$ cat config.mk
export PLATFORM = sky130hd
export DESIGN_NAME = mdio_mgmt_ctrl
export DESIGN_NICKNAME = d
export VERILOG_FILES = /design/src/rtl/mdio_pkg.sv /design/src/rtl/mdio_clkdiv.sv /design/src/rtl/mdio_frame.sv /design/src/rtl/mdio_regs.sv /design/src/rtl/mdio_mgmt_ctrl.sv
export SDC_FILE = /design/constraint.sdc
export NUM_CORES = 1
export LEC_CHECK = 0
export ABC_AREA = 1
export BUFFER_PORTS_ARGS = -buffer_cell sky130_fd_sc_hd__buf_4
export CAP_MARGIN = 15
export CORE_MARGIN = 3
export CORE_UTILIZATION = 30
export CTS_BUF_LIST = sky130_fd_sc_hd__clkbuf_8
export DETAILED_ROUTE_END_ITERATION = 8
export HOLD_SLACK_MARGIN = 0.05
export PLACE_DENSITY = 0.49
export SETUP_SLACK_MARGIN = 0.2
export SYNTH_ARGS = -nofsm -noshare
export SYNTH_HDL_FRONTEND = slang
export SYNTH_SLANG_ARGS = --single-unit
$ cat constraint.sdc
create_clock -name clk -period 6.75 [get_ports clk]
set_input_delay 1.35 -clock clk [delete_from_list [all_inputs] [get_ports clk]]
set_output_delay 1.35 -clock clk [all_outputs]
set_load 0.01 [all_outputs]
$ cat src/rtl/mdio_pkg.sv
package mdio_pkg;

    localparam int PHY_AW  = 5;
    localparam int REG_AW  = 5;
    localparam int RANGE_W = 4;
    localparam int DATA_W  = 16;
    localparam int DIV_W   = 7;
    localparam int FAST_BASE = 4;

    localparam logic [1:0] SOF_BITS = 2'b01;
    localparam logic [1:0] OP_WR    = 2'b01;
    localparam logic [1:0] OP_RD    = 2'b10;
    localparam logic [1:0] TA_WR    = 2'b10;

    typedef enum logic {
        SEL_CTRL = 1'b0,
        SEL_DATA = 1'b1
    } reg_sel_e;

    typedef struct packed {
        logic [PHY_AW-1:0]  phy;
        logic [REG_AW-1:0]  reg_idx;
        logic [RANGE_W-1:0] range;
        logic               wr;
    } mdio_ctrl_t;

    localparam int CTRL_W = $bits(mdio_ctrl_t);

    function automatic logic [DIV_W-1:0] range_divisor(input logic [RANGE_W-1:0] code);
        logic [DIV_W-1:0] d;
        if (code[RANGE_W-1]) begin
            d = DIV_W'(FAST_BASE) + DIV_W'({code[RANGE_W-2:0], 1'b0});
        end else begin
            case (code[RANGE_W-2:0])
                3'd1:    d = DIV_W'(62);
                3'd2:    d = DIV_W'(16);
                3'd3:    d = DIV_W'(26);
                3'd4:    d = DIV_W'(102);
                3'd5:    d = DIV_W'(124);
                default: d = DIV_W'(42);
            endcase
        end
        return d;
    endfunction

endpackage

$ cat src/rtl/mdio_clkdiv.sv
module mdio_clkdiv
    import mdio_pkg::*;
(
    input  logic             clk,
    input  logic             rst,
    input  logic             run,
    input  logic [DIV_W-1:0] divisor,
    output logic             mdc,
    output logic             rise,
    output logic             fall
);

    localparam int HW = DIV_W - 1;

    logic [HW-1:0] cnt;
    logic [HW-1:0] half_m1;
    logic          wrap;
    logic          unused_lsb;

    // Even divisors only: half period is divisor/2 system clocks.
    assign half_m1    = divisor[DIV_W-1:1] - HW'(1);
    assign unused_lsb = divisor[0];
    assign wrap       = run && (cnt == half_m1);
    assign rise       = wrap && !mdc;
    assign fall       = wrap && mdc;

    always_ff @(posedge clk) begin
        if (rst || !run) begin
            cnt <= '0;
            mdc <= 1'b0;
        end else if (wrap) begin
            cnt <= '0;
            mdc <= ~mdc;
        end else begin
            cnt <= cnt + HW'(1);
        end
    end

endmodule

$ cat src/rtl/mdio_frame.sv
module mdio_frame
    import mdio_pkg::*;
#(
    parameter int PRE_LEN = 32
) (
    input  logic              clk,
    input  logic              rst,
    input  logic              start,
    input  logic [PHY_AW-1:0] phy,
    input  logic [REG_AW-1:0] reg_idx,
    input  logic              wr,
    input  logic [DATA_W-1:0] wdata,
    input  logic              rise,
    input  logic              fall,
    input  logic              mdio_i,
    output logic              busy,
    output logic              mdio_o,
    output logic              mdio_oe,
    output logic              rd_done,
    output logic [DATA_W-1:0] rd_data
);

    localparam int FRAME_LEN = PRE_LEN + 4 + PHY_AW + REG_AW + 2 + DATA_W;
    localparam int CNT_W     = $clog2(FRAME_LEN);
    localparam int TA_POS    = FRAME_LEN - DATA_W - 2;
    localparam int DATA_POS  = FRAME_LEN - DATA_W;

    logic [FRAME_LEN-1:0] shreg;
    logic [CNT_W-1:0]     idx;
    logic                 wr_q;
    logic [DATA_W-1:0]    cap;
    logic                 last;

    assign last    = (idx == CNT_W'(FRAME_LEN - 1));
    assign mdio_o  = busy && shreg[FRAME_LEN-1];
    assign mdio_oe = busy && (wr_q || (idx < CNT_W'(TA_POS)));
    assign rd_done = busy && fall && last && !wr_q;
    assign rd_data = cap;

    always_ff @(posedge clk) begin
        if (rst) begin
            busy  <= 1'b0;
            idx   <= '0;
            shreg <= '0;
            wr_q  <= 1'b0;
            cap   <= '0;
        end else begin
            if (start && !busy) begin
                busy  <= 1'b1;
                idx   <= '0;
                wr_q  <= wr;
                shreg <= {{PRE_LEN{1'b1}}, SOF_BITS, (wr ? OP_WR : OP_RD),
                          phy, reg_idx, (wr ? TA_WR : 2'b11),
                          (wr ? wdata : {DATA_W{1'b1}})};
            end else if (busy && fall) begin
                if (last) begin
                    busy <= 1'b0;
                end else begin
                    idx   <= idx + CNT_W'(1);
                    shreg <= {shreg[FRAME_LEN-2:0], 1'b1};
                end
            end
            if (busy && rise && !wr_q && (idx >= CNT_W'(DATA_POS))) begin
                cap <= {cap[DATA_W-2:0], mdio_i};
            end
        end
    end

endmodule

$ cat src/rtl/mdio_regs.sv
module mdio_regs
    import mdio_pkg::*;
#(
    parameter int BUS_W = 32
) (
    input  logic              clk,
    input  logic              rst,
    input  logic              we,
    input  logic              addr,
    input  logic [BUS_W-1:0]  wdata,
    input  logic              busy,
    input  logic              rd_done,
    input  logic [DATA_W-1:0] rd_data,
    output mdio_ctrl_t        ctrl_q,
    output logic [DATA_W-1:0] data_q,
    output logic              start,
    output logic [PHY_AW-1:0] new_phy,
    output logic [REG_AW-1:0] new_reg,
    output logic              new_wr,
    output logic [BUS_W-1:0]  rdata
);

    reg_sel_e   sel;
    logic       accept;
    mdio_ctrl_t cmd;
    logic       unused_hi;

    assign sel       = reg_sel_e'(addr);
    assign accept    = we && !busy;
    assign cmd       = mdio_ctrl_t'(wdata[CTRL_W:1]);
    assign start     = accept && (sel == SEL_CTRL) && wdata[0];
    assign new_phy   = cmd.phy;
    assign new_reg   = cmd.reg_idx;
    assign new_wr    = cmd.wr;
    assign unused_hi = ^wdata[BUS_W-1:CTRL_W+1];

    always_ff @(posedge clk) begin
        if (rst) begin
            ctrl_q <= '0;
            data_q <= '0;
        end else begin
            if (accept && (sel == SEL_CTRL)) begin
                ctrl_q <= cmd;
            end
            if (accept && (sel == SEL_DATA)) begin
                data_q <= wdata[DATA_W-1:0];
            end else if (rd_done) begin
                data_q <= rd_data;
            end
        end
    end

    always_comb begin
        if (sel == SEL_CTRL) begin
            rdata = BUS_W'({ctrl_q, busy});
        end else begin
            rdata = BUS_W'(data_q);
        end
    end

endmodule

$ cat src/rtl/mdio_mgmt_ctrl.sv
module mdio_mgmt_ctrl
    import mdio_pkg::*;
#(
    parameter int BUS_W   = 32,
    parameter int PRE_LEN = 32
) (
    input  logic             clk,
    input  logic             rst,
    input  logic             reg_we,
    input  logic             reg_addr,
    input  logic [BUS_W-1:0] reg_wdata,
    output logic [BUS_W-1:0] reg_rdata,
    output logic             mdc,
    output logic             mdio_o,
    output logic             mdio_oe,
    input  logic             mdio_i
);

    mdio_ctrl_t        ctrl_q;
    logic [DATA_W-1:0] data_q;
    logic              start;
    logic [PHY_AW-1:0] new_phy;
    logic [REG_AW-1:0] new_reg;
    logic              new_wr;
    logic              busy;
    logic              rd_done;
    logic [DATA_W-1:0] rd_data;
    logic              rise;
    logic              fall;
    logic [DIV_W-1:0]  divisor;

    assign divisor = range_divisor(ctrl_q.range);

    mdio_regs #(.BUS_W(BUS_W)) u_regs (
        .clk     (clk),
        .rst     (rst),
        .we      (reg_we),
        .addr    (reg_addr),
        .wdata   (reg_wdata),
        .busy    (busy),
        .rd_done (rd_done),
        .rd_data (rd_data),
        .ctrl_q  (ctrl_q),
        .data_q  (data_q),
        .start   (start),
        .new_phy (new_phy),
        .new_reg (new_reg),
        .new_wr  (new_wr),
        .rdata   (reg_rdata)
    );

    mdio_clkdiv u_div (
        .clk     (clk),
        .rst     (rst),
        .run     (busy),
        .divisor (divisor),
        .mdc     (mdc),
        .rise    (rise),
        .fall    (fall)
    );

    mdio_frame #(.PRE_LEN(PRE_LEN)) u_frame (
        .clk     (clk),
        .rst     (rst),
        .start   (start),
        .phy     (new_phy),
        .reg_idx (new_reg),
        .wr      (new_wr),
        .wdata   (data_q),
        .rise    (rise),
        .fall    (fall),
        .mdio_i  (mdio_i),
        .busy    (busy),
        .mdio_o  (mdio_o),
        .mdio_oe (mdio_oe),
        .rd_done (rd_done),
        .rd_data (rd_data)
    );

endmodule

======== Yosys cells after proc, flatten, opt, wreduce, memory -nomap -nowiden ========
Index checks and enable logic that the tools add are counted.
word-level totals
  register bits after elaboration ......... 126
  input port bits ......................... 37
  output and inout bits ................... 35
  logic and storage cells ................. 73
cells by class
  add/sub/neg operators ................... 4
  order comparisons ....................... 2
  equality and inequality tests ........... 8
  multiplexer cells ....................... 14
  bitwise operators ....................... 3
  reductions and logical operators ........ 29
operators by type and width
  operator               count
  $mux W64               3
  $mux W16               4
  $pmux W7 S5            1
  $logic_and A1 B1 Y1    16
  $add A6 B1 Y6 const B  2
  $mux W7                1
  $eq A3 B2 Y1 const B   2
  $eq A3 B3 Y1 const B   2
  $eq A6 B6 Y1           1
  $eq A6 B6 Y1 const B   1
  $ge A6 B6 Y1 const B   1
  $lt A6 B6 Y1 const B   1
  $reduce_and A2 Y1      3
  $reduce_bool A2 Y1     3
  $sub A6 B1 Y6 const B  1
  $add A3 B4 Y5 const A  1
  $mux W1                4
  $reduce_or A2 Y1       2
  $eq A3 B1 Y1 const B   1
  $logic_not A1 Y1       3
  $not A1 Y1             3
  $logic_or A1 B1 Y1     2
  $mux W2                1
  $ne A2 B2 Y1 const B   1

======== Longest topological paths before layout ========
Gate-level depths: netlist of the first run.
  word-level depth ........................ 12
  mapped depth ............................ 21
  gate-level depth less buffers ........... 20

======== Cells and area by module ========
From an unflattened synthesis of the first run, not the netlist that was laid out.
unflattened totals
  cell total of the unflattened synthesis .. 905
  area, all modules ....................... 6341.1 µm²
by module, submodules not included
  module          instances  cells an instance  area an instance (µm²)  sequential area each (µm²)
  mdio_frame      1          533                3743.6                  1761.7
  mdio_regs       1          258                1945.6                  620.6
  mdio_clkdiv     1          89                 535.5                   140.1
  mdio_mgmt_ctrl  1          25                 116.4                   0.0

======== Worst setup path after synthesis of the first run ========
No wires, ideal clock.
  kind .................................... input -> output
  start point ............................. input reg_addr
  end point ............................... output reg_rdata[10]
  arrival ................................. 2.240 ns
  data required time ...................... 5.400 ns
  path slack .............................. 3.160 ns
  cell stages on the path ................. 4
  buffers on the path ..................... 2
  cell sequence ........................... clkbuf_1 -> clkinv_1 -> clkbuf_1 -> o21ai_0
between the ends
  word-level cells in the longest chain between the ends .. 1
ends and longest elaborated chain
  element          line                  source
  start, declared  mdio_mgmt_ctrl.sv:10  input logic reg_addr,
  $mux W16         mdio_regs.sv:54       if (sel == SEL_CTRL) begin
  end, declared    mdio_mgmt_ctrl.sv:12  output logic [BUS_W-1:0] reg_rdata,
Every way passes these cells.

======== Worst setup path in the final report of the first run ========
  start point ............................. register u_regs.ctrl_q[2] (netlist name)
  end point ............................... register u_frame.shreg[41]
between the ends
  word-level cells in the longest chain between the ends .. 10
  elaborated cells on any way between the ends .. 15
  those cells by class .................... add/sub: 2; eq/ne: 6; mux: 2; reduce/logical: 5
ends and longest elaborated chain
  element                                line               source
  $eq A3 B3 Y1 (tied with other cells)   mdio_pkg.sv:34     case (code[RANGE_W-2:0])
  $pmux W7 S5                            mdio_pkg.sv:34
  $mux W7 *                              mdio_pkg.sv:31     if (code[RANGE_W-1]) begin
  $sub A6 B1 Y6 *                        mdio_clkdiv.sv:21  assign half_m1 = divisor[DIV_W-1:1] - HW'(1);
  $eq A6 B6 Y1 *                         mdio_clkdiv.sv:23  assign wrap = run && (cnt == half_m1);
  $logic_and A1 B1 Y1 *                  mdio_clkdiv.sv:23
  $logic_and A1 B1 Y1 *                  mdio_clkdiv.sv:25  assign fall = wrap && mdc;
  $logic_and A1 B1 Y1 *                  mdio_frame.sv:55   end else if (busy && fall) begin
  $reduce_bool A2 Y1 (no source line) *  -
  $reduce_and A2 Y1 (no source line) *   -
  end signal, assigned                   mdio_frame.sv:52   shreg <= {{PRE_LEN{1'b1}}, SOF_BITS, (wr ? OP_WR : OP_RD),
  end signal, assigned                   mdio_frame.sv:60   shreg <= {shreg[FRAME_LEN-2:0], 1'b1};
  end, declared                          mdio_frame.sv:28   logic [FRAME_LEN-1:0] shreg;
Mark *: on every way between the ends. The rest lies on a longest branch, timed or not.
A chain may end at the register's enable or synchronous reset.

==> out/metrics.cfg, run 1 <==
[logic_synthesis]
syn_area_um2=6160
synth-warning-count=0
ys_seq_area_share_pct=40.9
synthCells=896
syn_avg_cell_area_um2=6.88
synth_seq_cells=126
synth_cell_types=36

[layout]
num_antenna_cells=0
drive_above_1_share_pct=11.5
final_cells=1182
final_common_cell=nand2_1
n_fill_cell=2192
final_cell_mix=nand2_1 (178), nor2_1 (136), dfxtp_1 (126), o21ai_0 (106), inv_1 (78)
multi_input_area_um2=3000
fin_nets=947
area_delta_synth_final_pct=12.5
final_area_um2=6930
ff_latch_area_um2=2520

[worst_hold_path]
hold_path_class=flip-flop to flip-flop
worstHoldStart=u_regs.ctrl_q[0]

[clock_tree]
postCtsResizedCells=0
root_buffer=clkbuf_8
ctsHoldBuffers=0
cts_sinks=126
h-tree-depth=4
worstSkewPairLatency_ps=440
cts_buffers=17
clockBufferDepth=2
clk_pin_slew_ps=70
cts_setup_buffers=0
cts_tree=built

[detailed_routing]
top_layer_used=met4
num_vias=5390
drtAntennaViolNets=0
drc=0
avgViaCountPerCell=4.56
route.met2.wl_um=6670
dr.pass1.iters=5
routed_wl_um=15100
met3_wirelength_um=544
wl_per_cell_um=12.8
drt_iter0_drc=254
wl_met1_um=7780

[power_and_ir_drop]
power_frac_seq_pct=47.4
power.density_nw_per_um2=241
leakage_nw=2.88
vdd_ir_drop_max_v=0.000124
power.switching_mw=0.436
p_comb_share_pct=11.3
swShare_pct=26.1
clkPwrFrac_pct=41.3
intPower_mw=1.24

[critical_path]
cp_data_arrival_time_ps=4730
end_kind=flip-flop
worstSetupPathType=flip-flop to flip-flop
required_ps=7120
path_delay_family=simple AND/OR/NAND/NOR gates
timing.rr.end=u_frame.shreg[41]
path_buf_inv=3
startpoint=u_regs.ctrl_q[2]
worst-path-stages=17
critPathMaxStageDelay_ps=860
crit_fanout=71
rrSetupSlack_ps=2400
start_kind=flip-flop
r2r_cells=17
crit_top_cell=nand2_1
slowest_stage=nand2_2
endpoint=u_frame.shreg[41]
r2r-start=u_regs.ctrl_q[2]
crit_chain=inv_2 > ha_1 > inv_1 > nor2_1 > nand2_1 > inv_2 > nor2_8 > nand3_2 > nand2_1 > nand2_1 > nand2_1 > nand3_2 > nor2_4 > nand3_4 > nand2_2 > nor2_1 > nor2_1

[timing]
maxSlewViolCount=0
fin_setup_tns_ps=0
worstMarginPinSlew_ps=964
maxSlewHeadroom_pct=35.6
max_freq_mhz=230
setup_viol=0
min_period_ps=4350
rsz0062_at_grt=false
period_share_pct=64.5
finalClockSkew_ps=12.9
final_hold_viol_count=0

[grt]
grt_pass1_wl_um=25100
grt_use_total_pct=14.1
grt_max_degree=75
antenna_found_initial=0
grt-ovfl-total=0
grt_pass1_vias=4904

[status]
status=finished clean

[die]
num_io_pins=72
die-area_um2=22300
start_util_pct=31.1
rows=51
coreArea_um2=19800
die_y_um=149
dieWidth_um=149

[place]
dpl_cell_area_um2=6510
dp_cells=1150
io_buffer_count=39
dp_hpwl_um=9460
routabilityCongestion=0.775

[job]
max-cap-violations=0

[worst min-delay path, delay by kind of cell (launching register included)]
family,cells,cell delay (ps)
DFF,1,300
buffers and inverters,1,50
AOI/OAI and AO/OA,1,50
[cell usage after synthesis]
library cell	count	area, um2
nand2_4	1	11.3
clkbuf_1	37	139
inv_1	75	282
ha_1	6	75.1
a21oi_1	59	295
buf_2	11	55.1
nor2_1	136	510
nand4_2	1	12.5
buf_4	16	120
inv_4	1	6.26
nor3_1	3	15.0
xnor2_1	2	17.5
nand2_2	3	18.8
nor3b_1	1	7.51
nand3b_1	23	173
nor2_4	1	11.3
o21ai_1	4	20.0
a21oi_2	10	87.6
buf_1	2	7.51
conb_1	1	3.75
o21ai_0	106	531
dfxtp_1	126	2520
o21ai_2	1	8.76
nor2_8	1	20.0
buf_6	4	45.0
inv_2	5	18.8
or2_1	1	6.26
nand3_1	57	285
nand4_1	1	6.26
clkinv_1	5	18.8
nand3_2	5	50.1
nand3_4	1	17.5
xor2_1	6	52.6
o211ai_1	5	37.5
or2_2	1	6.26
nand2_1	178	668
[worst min path at each step]
stage | endpoint | cells past startpoint | slack [ps]
2_1_floorplan | u_regs.ctrl_q[0] | 2 | 420
3_3_place_gp | u_regs.ctrl_q[0] | 2 | 440
3_5_place_dp | u_regs.ctrl_q[0] | 2 | 440
4_1_cts | u_regs.ctrl_q[0] | 2 | 450
5_1_grt | u_regs.ctrl_q[0] | 2 | 470
6_report | u_regs.ctrl_q[0] | 2 | 450
[power groups by stage]
stage | registers, mW | logic [mW] | clock network [mW]
after floorplan | 0.804 | 0.145 | 0
after global placement | 0.810 | 0.192 | 0
after detailed placement | 0.810 | 0.191 | 0
after CTS | 0.793 | 0.192 | 0.715
after global routing | 0.797 | 0.218 | 0.745
final | 0.793 | 0.189 | 0.690
[sequential cells by signal (all words and copies together) (netlist names)]
signal           count
u_frame.rd_data     16
u_frame.wr_q         1
u_frame.idx          6
u_frame.busy         1
u_regs.ctrl_q       15
u_regs.data_q       16
u_frame.shreg       64
u_div.mdc            1
u_div.cnt            6
[layer usage]
layer	up-vias	GRT usage (%)
met5	-	0
met4	0	3.89
met3	10	3.83
met2	82	21.3
met1	2450	19.8
li1	2848	-
[final cells by class]
cell class | instances | share of cell area [%]
Inverter | 86 | 4.69
Tap cell | 265 | 4.78
Clock buffer | 20 | 3.97
Timing Repair Buffer | 44 | 4.76
Sequential cell | 126 | 36.4
Clock inverter | 12 | 2.08
Multi-Input combinational cell | 629 | 43.3
[stage by stage]
step | setup slack [ps] | hold slack [ps] | utilization [%] | power (mW)
floorplan | 3160 | 425 | - | 0.950
finish | 2400 | 449 | 34.9 | 1.67
global placement | 2320 | 439 | 32.8 | 1.00
CTS | 2330 | 453 | 34.9 | 1.70
global route | 1850 | 472 | 34.9 | 1.76
detailed placement | 2330 | 442 | 32.8 | 1.00
[logic make-up (layout without fill, tap and decap cells)]
logic type | Yosys count | count (layout) | share of synthesized area (%)
AO/OA/AOI/OAI | 185 | 185 | 15.9
buffers and inverters | 156 | 162 | 11.2
AND/OR/NAND/NOR | 414 | 414 | 29.5
flip-flops | 126 | 126 | 40.9
XOR/XNOR | 8 | 8 | 1.14
other | 1 | 16 | 0.0609
adder cells (fa/ha/maj) | 6 | 6 | 1.22
(Power assumes the default switching activity.)
==> inputs of run 2 (changes only) <==
PLACE_DENSITY = 0.5   (was 0.49)
clock period = 3.7 ns   (was 6.75 ns; I/O delays follow)
==> run 2 against run 1 <==
Against the previous run: count of clock-buffer cells in the layout shrank 1; cell area rose by 1.9%; clock power rose by 110%; first-iteration DRC count grew 32%; worst setup slack worse by 1600 ps; clock skew shrank 2.2 ps; sequential share of layout area shrank 0.70 points; flip-flop and latch count did not move; non-clock buffer count grew 8; largest cell class unchanged.
==> out/metrics.cfg, run 2 (same netlist as run 1, synthesis figures left out) <==
[critical_path]
end_kind=flip-flop
cp_data_arrival_time_ps=3260  ; -1470 ps
path_delay_family=simple AND/OR/NAND/NOR gates
r2r-start=u_regs.ctrl_q[2]
crit_fanout=32  ; -55%
worstSetupPathType=flip-flop to flip-flop
required_ps=4030  ; -3090 ps
rrSetupSlack_ps=770  ; -1630 ps
slowest_stage=dfxtp_1
crit_top_cell=nand2_1
start_kind=flip-flop
path_buf_inv=2  ; -1
r2r_cells=15  ; -2
crit_chain=inv_2 > ha_1 > xnor2_1 > nand2_1 > nor2_1 > nand2_1 > nand2_1 > nand3_1 > nand2_1 > nand3_2 > nor2_4 > buf_4 > nand3_4 > o21ai_0 > a21oi_1
critPathMaxStageDelay_ps=450  ; -410 ps
timing.rr.end=u_frame.rd_data[10]

[detailed_routing]
drtAntennaViolNets=0  ; unchanged
num_vias=5399  ; +0.17%
routed_wl_um=15300  ; +1.1%
drc=0  ; unchanged
dr.pass1.iters=4  ; -1
wl_per_cell_um=12.8  ; +0.38%
avgViaCountPerCell=4.54  ; -0.51%
drt_iter0_drc=335  ; +32%

[place]
place_worst_setup_slack_ps=519  ; -1820 ps
io_buffer_count=39  ; unchanged
dp_hpwl_um=9880  ; +4.4%
routabilityCongestion=0.745  ; -3.9%

[timing]
maxSlewHeadroom_pct=55.5  ; +20 points
max_freq_mhz=341  ; +49%
rsz0062_at_grt=false
period_share_pct=79.2  ; +15 points
maxSlewViolCount=0  ; unchanged
min_period_ps=2930  ; -1420 ps
worstMarginPinSlew_ps=666  ; -298 ps
final_hold_viol_count=0  ; unchanged
setup_viol=0  ; unchanged
timing.hold.ws_ps=456  ; +7.65 ps
finalWorstSetupSlack_ps=769  ; -1630 ps
finalClockSkew_ps=10.7  ; -2.17 ps
fin_setup_tns_ps=0  ; unchanged

[layout]
n_fill_cell=2185  ; -0.32%
final_common_cell=nand2_1
drive_above_1_share_pct=12.5  ; +1.1 points
fin_nets=955  ; +0.84%
area_delta_synth_final_pct=14.7
num_antenna_cells=0  ; unchanged
largest_reg_flops=64  ; unchanged
final_cell_mix=nand2_1 (178), nor2_1 (136), dfxtp_1 (126), o21ai_0 (106), inv_1 (75)
regMostFlops=u_frame.shreg

[die]
dieWidth_um=149  ; unchanged
num_io_pins=72  ; unchanged
die_y_um=149  ; unchanged
die-area_um2=22300  ; unchanged
start_util_pct=31.1  ; unchanged
coreArea_um2=19800  ; unchanged
rows=51  ; unchanged

[grt]
antenna_found_initial=0  ; unchanged
grt_pass1_wl_um=25300  ; +0.88%
grt_pass1_vias=4968  ; +1.3%
grt-ovfl-total=0  ; unchanged
grt_max_degree=68  ; -9.3%
grt_use_total_pct=14.2  ; +0.10 points

[clock_tree]
root_buffer=clkbuf_8
worstSkewPairLatency_ps=450  ; about the same
cts_sinks=126  ; unchanged
cts_tree=built
clk_pin_slew_ps=80  ; about the same
clockBufferDepth=2  ; unchanged
cts_buffers=17  ; unchanged
cts_setup_buffers=0  ; unchanged
h-tree-depth=4  ; unchanged

[worst_hold_path]
hold_path_class=flip-flop to flip-flop
min_to=u_frame.rd_data[15]
holdPathStages=2  ; unchanged
worstHoldStart=u_frame.rd_data[15]

[job]
max-cap-violations=0  ; unchanged

[power_and_ir_drop]
power.density_nw_per_um2=455  ; +89%
leakage_nw=2.93  ; +1.8%
vdd_ir_drop_max_v=0.000200  ; +61%

[status]
status=finished clean

==> run 2: cell count changes in the layout (fill, tap and decap cells not counted), sizes merged <==
cell / before / now
clkinvlp: 2 / 3
clkinv: 7 / 9
buf: 44 / 52
inv: 86 / 82
bufinv: 3 / 5
clkbuf: 20 / 19
==> run 2: worst max-delay path by stage <==
stage,from,endpoint,slack [ps],cells past startpoint
2_1_floorplan,u_regs.ctrl_q[2],u_regs.data_q[10],1270,17
4_1_cts,u_regs.ctrl_q[2],u_frame.rd_data[10],500,15
3_5_place_dp,u_regs.ctrl_q[2],u_frame.rd_data[10],520,15
3_3_place_gp,u_regs.ctrl_q[2],u_frame.rd_data[10],550,17
6_report,u_regs.ctrl_q[2],u_frame.rd_data[10],770,15
5_1_grt,u_regs.ctrl_q[2],u_frame.rd_data[10],360,15
==> run 2: repair_timing <==
action,in CTS,in global routing
gates resized for setup,0,1
setup endpoints to repair,0,16
hold buffers,0,0
==> run 2: power breakdown <==
group          total [mW]  leakage, nW  internal (mW)  switching [mW]
sequential           1.45         1.03           1.41          0.0342
combinational       0.349         1.67          0.130           0.219
clock                1.42        0.228          0.840           0.580
total                3.22         2.93           2.38           0.834
==> run 2: metrics by stage <==
| step | total power, mW | instances | util, % | area [um2] |
|---|---|---|---|---|
| after global placement | 1.83 | 1158 | 33.2 | 6590 |
| after CTS | 3.26 | 1190 | 35.6 | 7060 |
| after floorplan | 1.73 | 911 | - | 6220 |
| after global routing | 3.37 | 1190 | 35.6 | 7070 |
| final | 3.22 | 1190 | 35.6 | 7070 |
| after detailed placement | 1.83 | 1158 | 33.2 | 6590 |
==> run 2: layer usage <==
metal	part of all wire [%]	GRT usage (%)	vias to the layer above	wire, um
met4	1.4	5.22	0	221
met2	45	22.5	73	6890
met5	0	0	-	0
met1	51	19.4	2440	7750
met3	2.8	2.40	16	424
li1	-	-	2870	-
==> run 2: layout make-up <==
type	instances	area, um2	area share (%)
well taps	265	332	4.69
inverters	86	325	4.60
repair buffers	52	403	5.70
clock buffers	19	262	3.70
flip-flops and latches	126	2520	35.7
clock inverters	13	213	3.01
multi-input cells	629	3010	42.6
==> run 2: worst min-delay path, cell delays in order, from the launching register on <==
cell     delay, ps
dfxtp_1        300
inv_1           60
a21oi_1         50
==> inputs of run 3 (changes only) <==
clock period = 2.4 ns   (was 3.7 ns; I/O delays follow)
==> run 3 against run 2 <==
Against the previous run: the run now ends with negative setup slack left; core utilization increased by 3.8 points; critical endpoint is now u_frame.shreg[34]; largest cell class unchanged; highest routed layer unchanged; wire length grew 9.2%; global-route usage grew 0.12 points.
==> out/metrics.cfg, run 3 (same netlist as run 1, synthesis figures left out) <==
[grt]
antenna_found_initial=0  ; unchanged
grt_busiest_layer=met2
grt_use_total_pct=14.3  ; +0.12 points
grt_use_met3_pct=3.13  ; +0.73 points
use_met2_pct=22.4  ; -0.091 points
grt_pass1_vias=5094  ; +2.5%
grt_max_degree=54  ; -21%
grt-ovfl-total=0  ; unchanged
grt_pass1_wl_um=25600  ; +0.98%
met1_usage_pct=19.5  ; +0.16 points

[layout]
fin_nets=986  ; +3.2%
final_area_um2=7820  ; +11%
area_delta_synth_final_pct=26.9
final_cell_mix=nand2_1 (169), dfxtp_1 (124), nor2_1 (115), o21ai_0 (91), inv_1 (74)
regMostFlops=u_frame.shreg
final_core_util_pct=39.4  ; +3.8 points
final_cells=1221  ; +2.6%
final_common_cell=nand2_1
largest_reg_flops=64  ; unchanged
drive_above_1_share_pct=20.9  ; +8.4 points
num_antenna_cells=0  ; unchanged

[clock_tree]
cts_tree=built
worstSkewPairLatency_ps=450  ; about the same
h-tree-depth=4  ; unchanged
clk_pin_slew_ps=80  ; about the same
root_buffer=clkbuf_8
cts_sinks=126  ; unchanged
cts_buffers=17  ; unchanged
clockBufferDepth=2  ; unchanged

[critical_path]
end_kind=flip-flop
start_kind=flip-flop
crit_chain=inv_4 > ha_2 > o21ai_2 > nand2_2 > inv_2 > nand2_1 > nor2_2 > nand3_2 > nand2_2 > nand3_4 > nor2_4 > nand3_4 > buf_12 > nand2_8 > clkbuf_16 > nor2_1 > nor2_1
crit_fanout=9  ; -72%
r2r-start=u_regs.ctrl_q[2]
startpoint=u_regs.ctrl_q[2]
worstSetupPathType=flip-flop to flip-flop
required_ps=2790  ; -1240 ps
slowest_stage=dfxtp_4
critPathMaxStageDelay_ps=360  ; -90 ps
cp_data_arrival_time_ps=2820  ; -440 ps

[worst_hold_path]
hold_path_class=input pin to flip-flop
worstHoldStart=reg_wdata[9]

[detailed_routing]
avgViaCountPerCell=4.62  ; +1.8%
routed_wl_um=16700  ; +9.2%
dr.pass1.iters=5  ; +1
num_vias=5641  ; +4.5%
drc=0  ; unchanged
wl_per_cell_um=13.7  ; +6.4%
drt_iter0_drc=404  ; +21%
drtAntennaViolNets=0  ; unchanged

[timing]
worstMarginPinSlew_ps=650  ; -16.7 ps
maxSlewHeadroom_pct=56.6  ; +1.1 points
final_hold_viol_count=0  ; unchanged
min_period_ps=2430  ; -501 ps
maxSlewViolCount=0  ; unchanged
finalClockSkew_ps=15.3  ; +4.55 ps
setup_viol=20  ; +20
rsz0062_at_grt=true
period_share_pct=101  ; +22 points
max_freq_mhz=411  ; +21%
finalWorstSetupSlack_ps=-30.3  ; -799 ps
fin_setup_tns_ps=-205  ; -205 ps

[die]
start_util_pct=31.1  ; unchanged
num_io_pins=72  ; unchanged
die_y_um=149  ; unchanged
dieWidth_um=149  ; unchanged
coreArea_um2=19800  ; unchanged
rows=51  ; unchanged
die-area_um2=22300  ; unchanged

[place]
dp_cells=1174  ; +1.4%
dp_hpwl_um=10100  ; +2.2%
routabilityCongestion=0.785  ; +5.3%
dpl_cell_area_um2=6840  ; +3.8%
io_buffer_count=39  ; unchanged

[job]
max-cap-violations=0  ; unchanged

[power_and_ir_drop]
leakage_nw=3.25  ; +11%
vdd_ir_drop_max_v=0.000312  ; +56%
power.density_nw_per_um2=627  ; +38%

[status]
violations=negative setup slack
status=finished, violations left

==> run 3: changes by cell type in the layout (fill, tap and decap cells not counted), moves of 7 or more <==
cell and delta:
nor2_1 -21, o21ai_0 -15, nor2_2 +13, o21ai_1 +12, nand3_1 -10, buf_4 +9, clkbuf_16 +9, nand2_1 -9
buf_12 +8, nand3_2 +8, nor2_4 +8, nand2_2 +7
==> run 3: worst paths after layout <==
kind,endpoint,slack (ps),cells after the start
setup / recovery,u_frame.shreg[34],-30,17
setup reg to reg,u_frame.shreg[34],-30,17
hold / removal,u_regs.ctrl_q[8],320,3
hold reg to reg,u_regs.ctrl_q[0],460,2
==> run 3: layer usage <==
layer	vias up	wire length (um)	share of wire (%)
met3	9	543	3.3
met1	2623	8340	50
li1	2932	-	-
met2	77	7660	46
met5	-	0	0
met4	0	151	0.90
==> run 3: repair_timing <==
item | 4_1_cts | 5_1_grt
endpoints found under the setup margin | 103 | 103
cloned | 0 | 11
setup buffers | 0 | 4
hold buffers | 0 | 0
gates resized for setup | 2 | 82
pin swaps | 1 | 26
==> run 3: stage by stage <==
step                      total power, mW  hold slack [ps]  setup WS (ps)
after floorplan                      2.68              425            134
after global placement               2.85              437           14.4
after detailed placement             2.86              448          -2.60
after CTS                            4.89              301           48.9
after global routing                 5.14              303           -215
final                                4.90              319          -30.3
==> run 3: cell type report <==
cell class / instances / area (um2)
Timing Repair Buffer: 83 / 928
Tap cell: 265 / 332
Multi-Input combinational cell: 629 / 3270
Sequential cell: 126 / 2530
Clock buffer: 20 / 275
Fill cell: 2116 / 12000
Clock inverter: 12 / 159
Inverter: 86 / 333
==> run 3: power by group <==
group	internal [mW]	leakage (nW)	switching, mW
Combinational	0.265	2.02	0.384
Clock	1.12	0.204	0.906
Sequential	2.18	1.03	0.0558
Total	3.56	3.25	1.35
==> run 3: worst max-delay path, delay by kind of cell (launching register included) <==
family | cells | cell delay, ps
buffers and inverters | 4 | 490
AO/OA/AOI/OAI | 1 | 170
AND/OR/NAND/NOR | 11 | 1180
adder cells (fa/ha/maj) | 1 | 170
flip-flops | 1 | 360
